===== src/rtl/r4sdf_stage.sv =====
module r4sdf_stage #(
  parameter int D     = 16,
  parameter int W     = 12,
  parameter int SCALE = 0
) (
  input  logic                                          clk,
  input  logic                                          rst_n,
  input  logic                                          in_valid,
  input  logic                                          in_start,
  input  logic                                          inverse,
  input  logic signed [W-1:0]                           in_re,
  input  logic signed [W-1:0]                           in_im,
  output logic                                          out_valid,
  output logic signed [((SCALE != 0) ? W : W + 2)-1:0]  out_re,
  output logic signed [((SCALE != 0) ? W : W + 2)-1:0]  out_im
);
  localparam int OW = (SCALE != 0) ? W : W + 2;
  localparam int SW = OW + 2;
  localparam int CW = $clog2(4 * D);

  logic [CW-1:0] cnt, cur;
  logic [1:0]    mode;
  logic          primed, live;

  assign cur  = in_start ? '0 : cnt;
  assign mode = cur[CW-1 -: 2];
  assign live = primed & ~in_start;

  always_ff @(posedge clk or negedge rst_n)
    if (!rst_n) begin
      cnt    <= '0;
      primed <= 1'b0;
    end else if (in_valid) begin
      cnt    <= cur + 1'b1;
      primed <= live | (mode == 2'd3);
    end

  logic signed [OW-1:0] hd_re [3];
  logic signed [OW-1:0] hd_im [3];
  logic signed [OW-1:0] y_re  [4];
  logic signed [OW-1:0] y_im  [4];
  logic signed [OW-1:0] wr_re [3];
  logic signed [OW-1:0] wr_im [3];

  function automatic logic signed [OW-1:0] fit(input logic signed [SW-1:0] v);
    if (SCALE != 0) fit = v[OW+1:2];
    else            fit = v[OW-1:0];
  endfunction

  always_comb begin
    logic signed [SW-1:0] ar, ai, br, bi, cr, ci, dr, di, ur, ui, vr, vi;
    ar = SW'(hd_re[0]);  ai = SW'(hd_im[0]);
    br = SW'(hd_re[1]);  bi = SW'(hd_im[1]);
    cr = SW'(hd_re[2]);  ci = SW'(hd_im[2]);
    dr = SW'(in_re);     di = SW'(in_im);
    ur = ar - cr;        ui = ai - ci;
    vr = br - dr;        vi = bi - di;
    y_re[0] = fit(ar + br + cr + dr);
    y_im[0] = fit(ai + bi + ci + di);
    y_re[2] = fit(ar - br + cr - dr);
    y_im[2] = fit(ai - bi + ci - di);
    if (!inverse) begin
      y_re[1] = fit(ur + vi);  y_im[1] = fit(ui - vr);
      y_re[3] = fit(ur - vi);  y_im[3] = fit(ui + vr);
    end else begin
      y_re[1] = fit(ur - vi);  y_im[1] = fit(ui + vr);
      y_re[3] = fit(ur + vi);  y_im[3] = fit(ui - vr);
    end
  end

  for (genvar m = 0; m < 3; m++) begin : g_line
    logic signed [OW-1:0] sr_re [D];
    logic signed [OW-1:0] sr_im [D];
    wire shift_en = in_valid && (mode == 2'(m) || mode == 2'd3);

    assign wr_re[m] = (mode == 2'd3) ? y_re[m+1] : OW'(in_re);
    assign wr_im[m] = (mode == 2'd3) ? y_im[m+1] : OW'(in_im);

    always_ff @(posedge clk)
      if (shift_en) begin
        sr_re[0] <= wr_re[m];
        sr_im[0] <= wr_im[m];
        for (int k = 1; k < D; k++) begin
          sr_re[k] <= sr_re[k-1];
          sr_im[k] <= sr_im[k-1];
        end
      end

    assign hd_re[m] = sr_re[D-1];
    assign hd_im[m] = sr_im[D-1];
  end

  always_ff @(posedge clk or negedge rst_n)
    if (!rst_n) begin
      out_valid <= 1'b0;
      out_re    <= '0;
      out_im    <= '0;
    end else begin
      out_valid <= in_valid && (live || mode == 2'd3);
      if (in_valid) begin
        out_re <= (mode == 2'd3) ? y_re[0] : hd_re[mode];
        out_im <= (mode == 2'd3) ? y_im[0] : hd_im[mode];
      end
    end
endmodule


===== config.mk =====
export PLATFORM = sky130hd
export DESIGN_NAME = r4sdf_stage
export DESIGN_NICKNAME = d
export VERILOG_FILES = /design/src/rtl/r4sdf_stage.sv
export SDC_FILE = /design/constraint.sdc
export NUM_CORES = 1
export LEC_CHECK = 0
export BUFFER_PORTS_ARGS = -buffer_cell sky130_fd_sc_hd__buf_2
export CORE_MARGIN = 1.5
export CORE_UTILIZATION = 60
export CTS_BUF_LIST = sky130_fd_sc_hd__clkbuf_2
export DETAILED_ROUTE_END_ITERATION = 12
export PLACE_DENSITY = 0.73
export SLEW_MARGIN = 20
export SYNTH_ARGS = -nofsm -noshare
export SYNTH_HDL_FRONTEND = slang
export SYNTH_SLANG_ARGS = --single-unit
export TNS_END_PERCENT = 100

===== constraint.sdc =====
create_clock -name clk -period 26.2 [get_ports clk]
set_input_delay 2.62 -clock clk [delete_from_list [all_inputs] [get_ports clk]]
set_output_delay 2.62 -clock clk [all_outputs]
set_load 0.03 [all_outputs]

==> impl_metrics.json, run 1 <==
{
  "hold_path_class": "flop to flop",
  "cp.required_ns": 27.30,
  "gp_congestion": 0.890,
  "synth-seq-area-share_pct": 77.2,
  "htree_levels": 5,
  "critical_path_class": "input port to flop",
  "postRouteAntennaNets": 0,
  "cp-start-kind": "input port",
  "cts.sinks": 1380,
  "min_period_over_period_pct": 22.1,
  "synth_compound_area_share_pct": 6.12,
  "timing.fmax_mhz": 173,
  "num-fill-cells": 6040,
  "cap_viol_max_count": 0,
  "syn_avg_cell_area_um2": 17.8,
  "final.setup.tns_ns": 0,
  "fin_cells": 4770,
  "final.min_clock_period_ns": 5.78,
  "peakVddDrop_v": 0.0000499,
  "startpoint": "in_start",
  "antenna_found_initial": 9,
  "seqPwrFrac_pct": 57.1,
  "vias_per_cell": 5.43,
  "combPwrFrac_pct": 13.1,
  "drcViolationCount": 0,
  "grt_max_degree": 176,
  "wl_met1_um": 44600,
  "synth_area_um2": 53500,
  "r2r-end": "g_line[0].sr_im[0][13]$_DFFE_PP_",
  "die_w_um": 302,
  "crit_fanout": 80,
  "synth-simple-area-share_pct": 3.38,
  "crit_arrival_ns": 6.88,
  "slew_violations": 0,
  "synthAdderAreaFrac_pct": 8.50,
  "post_synth_xor_area_fraction_pct": 2.39,
  "num_vias": 25900,
  "ctsHoldBuffers": 0,
  "clk-insertion-delay-late_ns": 1.58,
  "ios": 58,
  "end_kind": "flop",
  "p_clk_share_pct": 29.7,
  "swShare_pct": 27.0,
  "synth_top_area_share_pct": 75.5,
  "met2_wirelength_um": 45800,
  "syn_inst": 3001,
  "synthDistinctLibCells": 84,
  "start_util_pct": 60.5,
  "cp_common_cell": "buf_4",
  "synth_area_leaders": "edfxtp_1, ha_1, fa_1",
  "cts_buffers": 341,
  "p_leak_nw": 21.3,
  "r2r_cells": 18,
  "crit_chain": "buf_2, buf_4, nor2b_1, and2_4, buf_4, buf_4, buf_4",
  "topRoutingLayerUsed": "met5",
  "grt_use_total_pct": 22.4,
  "synth_mux_area_share_pct": 0.395,
  "fp-row-count": 109,
  "die-area_um2": 90900,
  "synth_top_family_by_area": "adder cells",
  "port_buffers": 57,
  "post_cts_buffers": 0,
  "dp_cells": 4188,
  "async_reset_ff_share_pct": 2.61,
  "yosysWarnings": 0,
  "crit_cells": 7,
  "powerDensity_nw_per_um2": 77.0,
  "critical-path-top-delay-family": "buffers and inverters",
  "ctsResizeCount": 0,
  "core_um2": 88400,
  "dpl.hpwl_um": 60900,
  "wl_per_cell_um": 20.6,
  "slew_headroom_pct": 20.9,
  "synthFlopType": "edfxtp_1",
  "syn_to_final_growth_pct": 8.86,
  "hold_viol_final": 0,
  "clk_pin_slew_ns": 0.10,
  "cts_tree": "done",
  "dp_slack_ns": 18.83,
  "grt_pass1_wl_um": 151000,
  "regArea_um2": 41300,
  "drtPass1Iterations": 5,
  "synth_area_leader_cell": "edfxtp_1",
  "grt_setup_unrepaired": "false",
  "cp_slowest_stage_delay_ns": 0.90,
  "endpoint": "g_line[2].sr_re[1][31]$_DFFE_PP_",
  "clockBufferDepth": 4,
  "drtIter0Drc": 2051,
  "grt_pass1_vias": 26500,
  "finClkSkew_ns": 0.173,
  "syn_nets": 3326,
  "path_buf_inv": 5,
  "root_buffer": "clkbuf_2",
  "worst_slew_pin_slew_ns": 1.19,
  "synth_edf_count": 1344,
  "p_int_mw": 3.27,
  "fp.dieH_um": 302,
  "wl_um": 98200,
  "slowest_stage": "buf_4",
  "reg2reg_setup_slack_ns": 21.35,
  "ys_ff_latch": 1380,
  "drive_gt1_share_pct": 17.9,
  "overflow": 0,
  "finalSetupViolations": 0,
  "final_nets": 3693,
  "dr_wl_met3_um": 5660,
  "power_switching_mw": 1.21,
  "multiInputGateArea_um2": 11200,
  "fin_ws_ns": 20.42,
  "outcome": "completed",
  "rr_startpoint": "g_line[2].sr_im[1][98]$_DFFE_PP_"
}
## final cells by class
cell class / count / share of cell area, %
Sequential cell: 1380 / 70.9
Multi-Input combinational cell: 1333 / 19.2
Clock buffer: 471 / 4.05
Tap cell: 1165 / 2.50
Inverter: 230 / 1.48
Timing Repair Buffer: 82 / 0.957
Clock inverter: 99 / 0.911
Antenna cell: 10 / 0.0430
## state kept, by name, summed over array words and instances, names as in the netlist
signal and cells:
out_re 14, out_valid 1, primed 1, g_line.sr_im 672
out_im 14, g_line.sr_re 672, cnt 6
## worst register-to-register path, cell delays in order (launching register included)
cell and delay (ns):
edfxtp_1 0.52, ha_1 0.28, fa_1 0.42, nor2b_1 0.12
o21ai_0 0.14, a21boi_1 0.22, o21ai_0 0.17, a21boi_1 0.28
o21a_1 0.15, nor2_1 0.05, xnor2_1 0.24, ha_1 0.42
nor3_1 0.22, a221oi_1 0.14, a221o_1 0.35, or2_4 0.25
a211oi_2 0.27, xor2_1 0.17, a21oi_1 0.08
## synthesized netlist by cell type, types with 6 or more instances
master	n
a211oi_1	7
a21boi_0	7
a21o_1	43
a21oi_1	162
a21oi_2	7
a22oi_1	30
a31oi_1	8
buf_1	8
clkbuf_1	44
dfrtp_1	36
edfxtp_1	1344
fa_1	112
ha_1	184
inv_1	228
mux2_2	9
mux2i_1	11
nand2_1	94
nand2b_1	14
nand3_1	12
nor2_1	149
nor2b_1	35
nor3_1	33
nor3b_1	7
o211ai_1	23
o21a_1	6
o21ai_0	84
o21ai_1	20
o21bai_1	22
or2_2	6
or3_1	15
xnor2_1	105
xor2_1	37
## through the flow
stage | utilization, % | cell area (um^2) | power (mW) | hold WS (ns)
CTS | 65.8 | 58100 | 4.54 | 0.325
detailed placement | 62.5 | 55200 | 3.19 | 0.405
global route | 65.9 | 58200 | 4.72 | 0.319
global placement | 62.5 | 55200 | 3.17 | 0.400
finish | 65.9 | 58200 | 4.48 | 0.293
floorplan | - | 53500 | 3.08 | 0.400
## how the worst min path moves through the flow
stage | from | end | slack (ns) | cells past startpoint
2_1_floorplan | g_line[0].sr_im[0][86]$_DFFE_PP_ | g_line[0].sr_im[0][100]$_DFFE_PP_ | 0.40 | 0
3_3_place_gp | g_line[2].sr_im[1][58]$_DFFE_PP_ | g_line[2].sr_im[1][72]$_DFFE_PP_ | 0.40 | 0
4_1_cts | g_line[2].sr_im[1][1]$_DFFE_PP_ | g_line[2].sr_im[1][15]$_DFFE_PP_ | 0.32 | 0
3_5_place_dp | g_line[0].sr_im[0][21]$_DFFE_PP_ | g_line[0].sr_im[0][35]$_DFFE_PP_ | 0.40 | 0
6_report | g_line[2].sr_im[1][25]$_DFFE_PP_ | g_line[2].sr_im[1][39]$_DFFE_PP_ | 0.29 | 0
5_1_grt | g_line[0].sr_im[1][45]$_DFFE_PP_ | g_line[0].sr_im[1][59]$_DFFE_PP_ | 0.32 | 0
## power groups by stage
| stage | registers, mW | logic (mW) | clock network (mW) |
|---|---|---|---|
| 2_1_floorplan | 2.66 | 0.422 | 0 |
| 3_3_place_gp | 2.61 | 0.567 | 0 |
| 3_5_place_dp | 2.61 | 0.580 | 0 |
| 4_1_cts | 2.56 | 0.584 | 1.39 |
| 5_1_grt | 2.57 | 0.649 | 1.50 |
| 6_report | 2.56 | 0.589 | 1.33 |
## per-layer routing
| layer | track usage (%) | up-vias |
|---|---|---|
| li1 | - | 12000 |
| met1 | 33.1 | 12900 |
| met2 | 33.0 | 780 |
| met3 | 4.79 | 171 |
| met4 | 8.56 | 4 |
| met5 | 0 | - |
## cell usage in the layout (no fill, tap or decap), types with 56 or more instances in the layout
cell type  synthesis  final
nand2_1           94     94
a21oi_1          162    162
inv_1            228    228
o21ai_0           84     84
clkbuf_2           0    471
clkinv_1           1     71
nor2_1           149    148
buf_2              4     56
xnor2_1          105    105
fa_1             112    112
ha_1             184    183
edfxtp_1        1344   1344
## logic make-up (layout without fill, tap and decap cells)
logic type	after synthesis	count (layout)
xor gates and xnor gates	144	144
DFF	1380	1380
and+or+nand+nor	390	390
other	0	10
adders and majority gates	296	296
buffers and inverters	288	882
AOI/OAI and AO/OA	483	483
muxes	20	20
No activity file was read; power rests on OpenSTA's default activity.
==> run 2, diff against run 1 <==
ABC_AREA = 1   (was not set)
CORE_UTILIZATION = 59   (was 60)
PLACE_DENSITY = 0.75   (was 0.73)
clock period = 5.1 ns   (was 26.2 ns; I/O delays follow)
==> impl_metrics.json, run 2 <==
{
  "post_cts_buffers": 0,
  "drcViolationCount": 0,
  "drtPass1Iterations": 6,
  "grt_pass1_wl_um": 160000,
  "root_buffer": "clkbuf_2",
  "holdPathEnd": "out_im[0]$_DFFE_PN0P_",
  "hp-start": "in_im[0]",
  "clk-insertion-delay-late_ns": 1.57,
  "peakVddDrop_v": 0.000328,
  "wl_um": 102000,
  "r2r-end": "g_line[2].sr_im[0][13]$_DFFE_PP_",
  "die-area_um2": 93200,
  "grt_pass1_vias": 28400,
  "min_period_over_period_pct": 89.6,
  "cts.sinks": 1380,
  "final.min_clock_period_ns": 4.57,
  "yosysWarnings": 0,
  "cap_viol_max_count": 0,
  "cp.required_ns": 6.27,
  "synth_edf_count": 1344,
  "hold_path_class": "input port to flop",
  "overflow": 0,
  "synth_top_area_share_pct": 74.9,
  "final.setup.tns_ns": 0,
  "syn_avg_cell_area_um2": 16.0,
  "reg2reg_setup_slack_ns": 0.53,
  "die_w_um": 305,
  "crit_fanout": 9,
  "fp-row-count": 110,
  "worst_slew_pin_slew_ns": 0.990,
  "r2r_cells": 20,
  "cp-start-kind": "flop",
  "wl_per_cell_um": 19.7,
  "final_common_cell": "edfxtp_1",
  "htree_levels": 5,
  "gp_congestion": 0.873,
  "ys_ff_latch": 1380,
  "cp_common_cell": "nand3_1",
  "finClkSkew_ns": 0.153,
  "slew_violations": 0,
  "final_nets": 4118,
  "hold_viol_final": 0,
  "totalPowerFinal_mw": 24.4,
  "p_leak_nw": 22.5,
  "crit_arrival_ns": 5.74,
  "critical_path_class": "flop to flop",
  "vias_per_cell": 5.33,
  "timing.fmax_mhz": 219,
  "dp_slack_ns": 0.489,
  "synth.most_common_cell": "edfxtp_1",
  "rr_startpoint": "g_line[1].sr_re[1][98]$_DFFE_PP_",
  "slew_headroom_pct": 34.0,
  "slowest_stage": "ha_1",
  "core_um2": 90300,
  "finalSetupViolations": 0,
  "dpl.hpwl_um": 66100,
  "ctsResizeCount": 0,
  "cts_tree": "done",
  "clk_pin_slew_ns": 0.14,
  "syn_nets": 3690,
  "num_vias": 27700,
  "dp_cells": 4572,
  "synthFlopType": "edfxtp_1",
  "postRouteAntennaNets": 0,
  "hold_path_depth": 6,
  "largest_registers": "g_line.sr_im: 672 flops, g_line.sr_re: 672 flops",
  "outcome": "completed",
  "synthDistinctLibCells": 54,
  "async_reset_ff_share_pct": 2.61,
  "synth_area_leaders": "edfxtp_1, ha_1, fa_1",
  "ios": 58,
  "cp_slowest_stage_delay_ns": 0.48,
  "grt_use_total_pct": 22.7,
  "drive_gt1_share_pct": 15.6,
  "grt_setup_unrepaired": "false",
  "cts_buffers": 338,
  "drtIter0Drc": 2322,
  "synth_area_um2": 53900,
  "syn_inst": 3365,
  "synth_common_cells": "edfxtp_1, nand2_1, inv_1",
  "antenna_found_initial": 5,
  "end_kind": "flop",
  "port_buffers": 57,
  "fin_cells": 5199,
  "start_util_pct": 59.7,
  "fp.dieH_um": 305,
  "syn_to_final_growth_pct": 9.96,
  "crit_chain": "inv_1, ha_1, fa_1, nor2_1, nor2_1, o21ai_1, a31oi_1, o21ai_1, xor2_1, inv_1, ha_1, inv_1, a21oi_1, o21ai_0, a21oi_1, nand3_1, nand3_1, nand3_1, nand3_1, nand2_1",
  "fin_ws_ns": 0.530,
  "grt_max_degree": 137,
  "final_cell_mix": "edfxtp_1, clkbuf_2, nand2_1, inv_1, ha_1",
  "synth-seq-area-share_pct": 76.6,
  "synth_area_leader_cell": "edfxtp_1",
  "clockBufferDepth": 4,
  "powerDensity_nw_per_um2": 412
}
==> run 2: cell type report <==
class                      count  area (um^2)
clock buffer                 470         2350
fill                        6335        31000
clock inverter                93          468
inverter                     335         1260
timing repair buffer         150         1360
multi-input combinational   1588        11100
tap                         1176         1470
antenna                        7         17.5
sequential                  1380        41300
==> run 2: metal layers <==
| metal | vias to the layer above | GRT usage [%] | part of all wire (%) |
|---|---|---|---|
| li1 | 13000 | - | - |
| met1 | 13600 | 33.4 | 46 |
| met2 | 889 | 34.3 | 46 |
| met3 | 162 | 4.48 | 5.8 |
| met4 | 0 | 8.45 | 2.1 |
| met5 | - | 0 | 0 |
==> run 2: power by group <==
group | internal, mW | total (mW) | switching, mW | leakage, nW
registers | 13.3 | 13.6 | 0.272 | 12.9
clock network | 2.63 | 6.70 | 4.07 | 2.19
logic | 1.33 | 4.15 | 2.81 | 7.45
==> run 2: worst max path at each step <==
stage / end / cells past startpoint / start / slack (ns)
detailed placement: g_line[2].sr_im[0][13]$_DFFE_PP_ / 20 / in_re[0] / 0.49
floorplan: g_line[0].sr_im[0][0]$_DFFE_PP_ / 5 / in_start / -2.97
finish: g_line[2].sr_im[0][13]$_DFFE_PP_ / 20 / g_line[1].sr_re[1][98]$_DFFE_PP_ / 0.53
global placement: g_line[2].sr_re[0][12]$_DFFE_PP_ / 16 / in_im[0] / 0.61
global route: g_line[2].sr_im[0][13]$_DFFE_PP_ / 21 / g_line[1].sr_re[1][98]$_DFFE_PP_ / 0.18
CTS: g_line[2].sr_im[0][13]$_DFFE_PP_ / 20 / g_line[1].sr_re[1][98]$_DFFE_PP_ / 0.57
==> run 2: worst max-delay path, delay by kind of cell (launching register included) <==
kind                     cells  cell delay (ns)
flip-flops                   1             0.41
AND/OR/NAND/NOR              7             0.73
XOR/XNOR                     1             0.47
AO/OA/AOI/OAI                6             1.15
buffers and inverters        3             0.33
adder cells (fa/ha/maj)      3             1.10
==> run 2: kinds of logic after synthesis <==
kind of cell,after synthesis,synth area share [%]
compound gates,388,4.02
xor+xnor,108,1.77
fa+ha+maj,296,8.43
buf+inv,397,3.00
flops,1380,76.6
simple gates,796,6.21
==> run 2: per-stage QoR <==
step,utilization [%],instance area [um^2],hold WS (ns)
CTS,65.6,59200,0.00501
detailed placement,61.9,55800,0.405
floorplan,-,54000,0.214
global route,65.6,59200,0.0725
global placement,61.9,55800,0.400
finish,65.6,59300,0.218
==> run 2: timing repair <==
item / in CTS / in global routing
hold buffers: 57 / 0
hold endpoints to repair: 278 / 0
endpoints found under the setup margin: 0 / 0
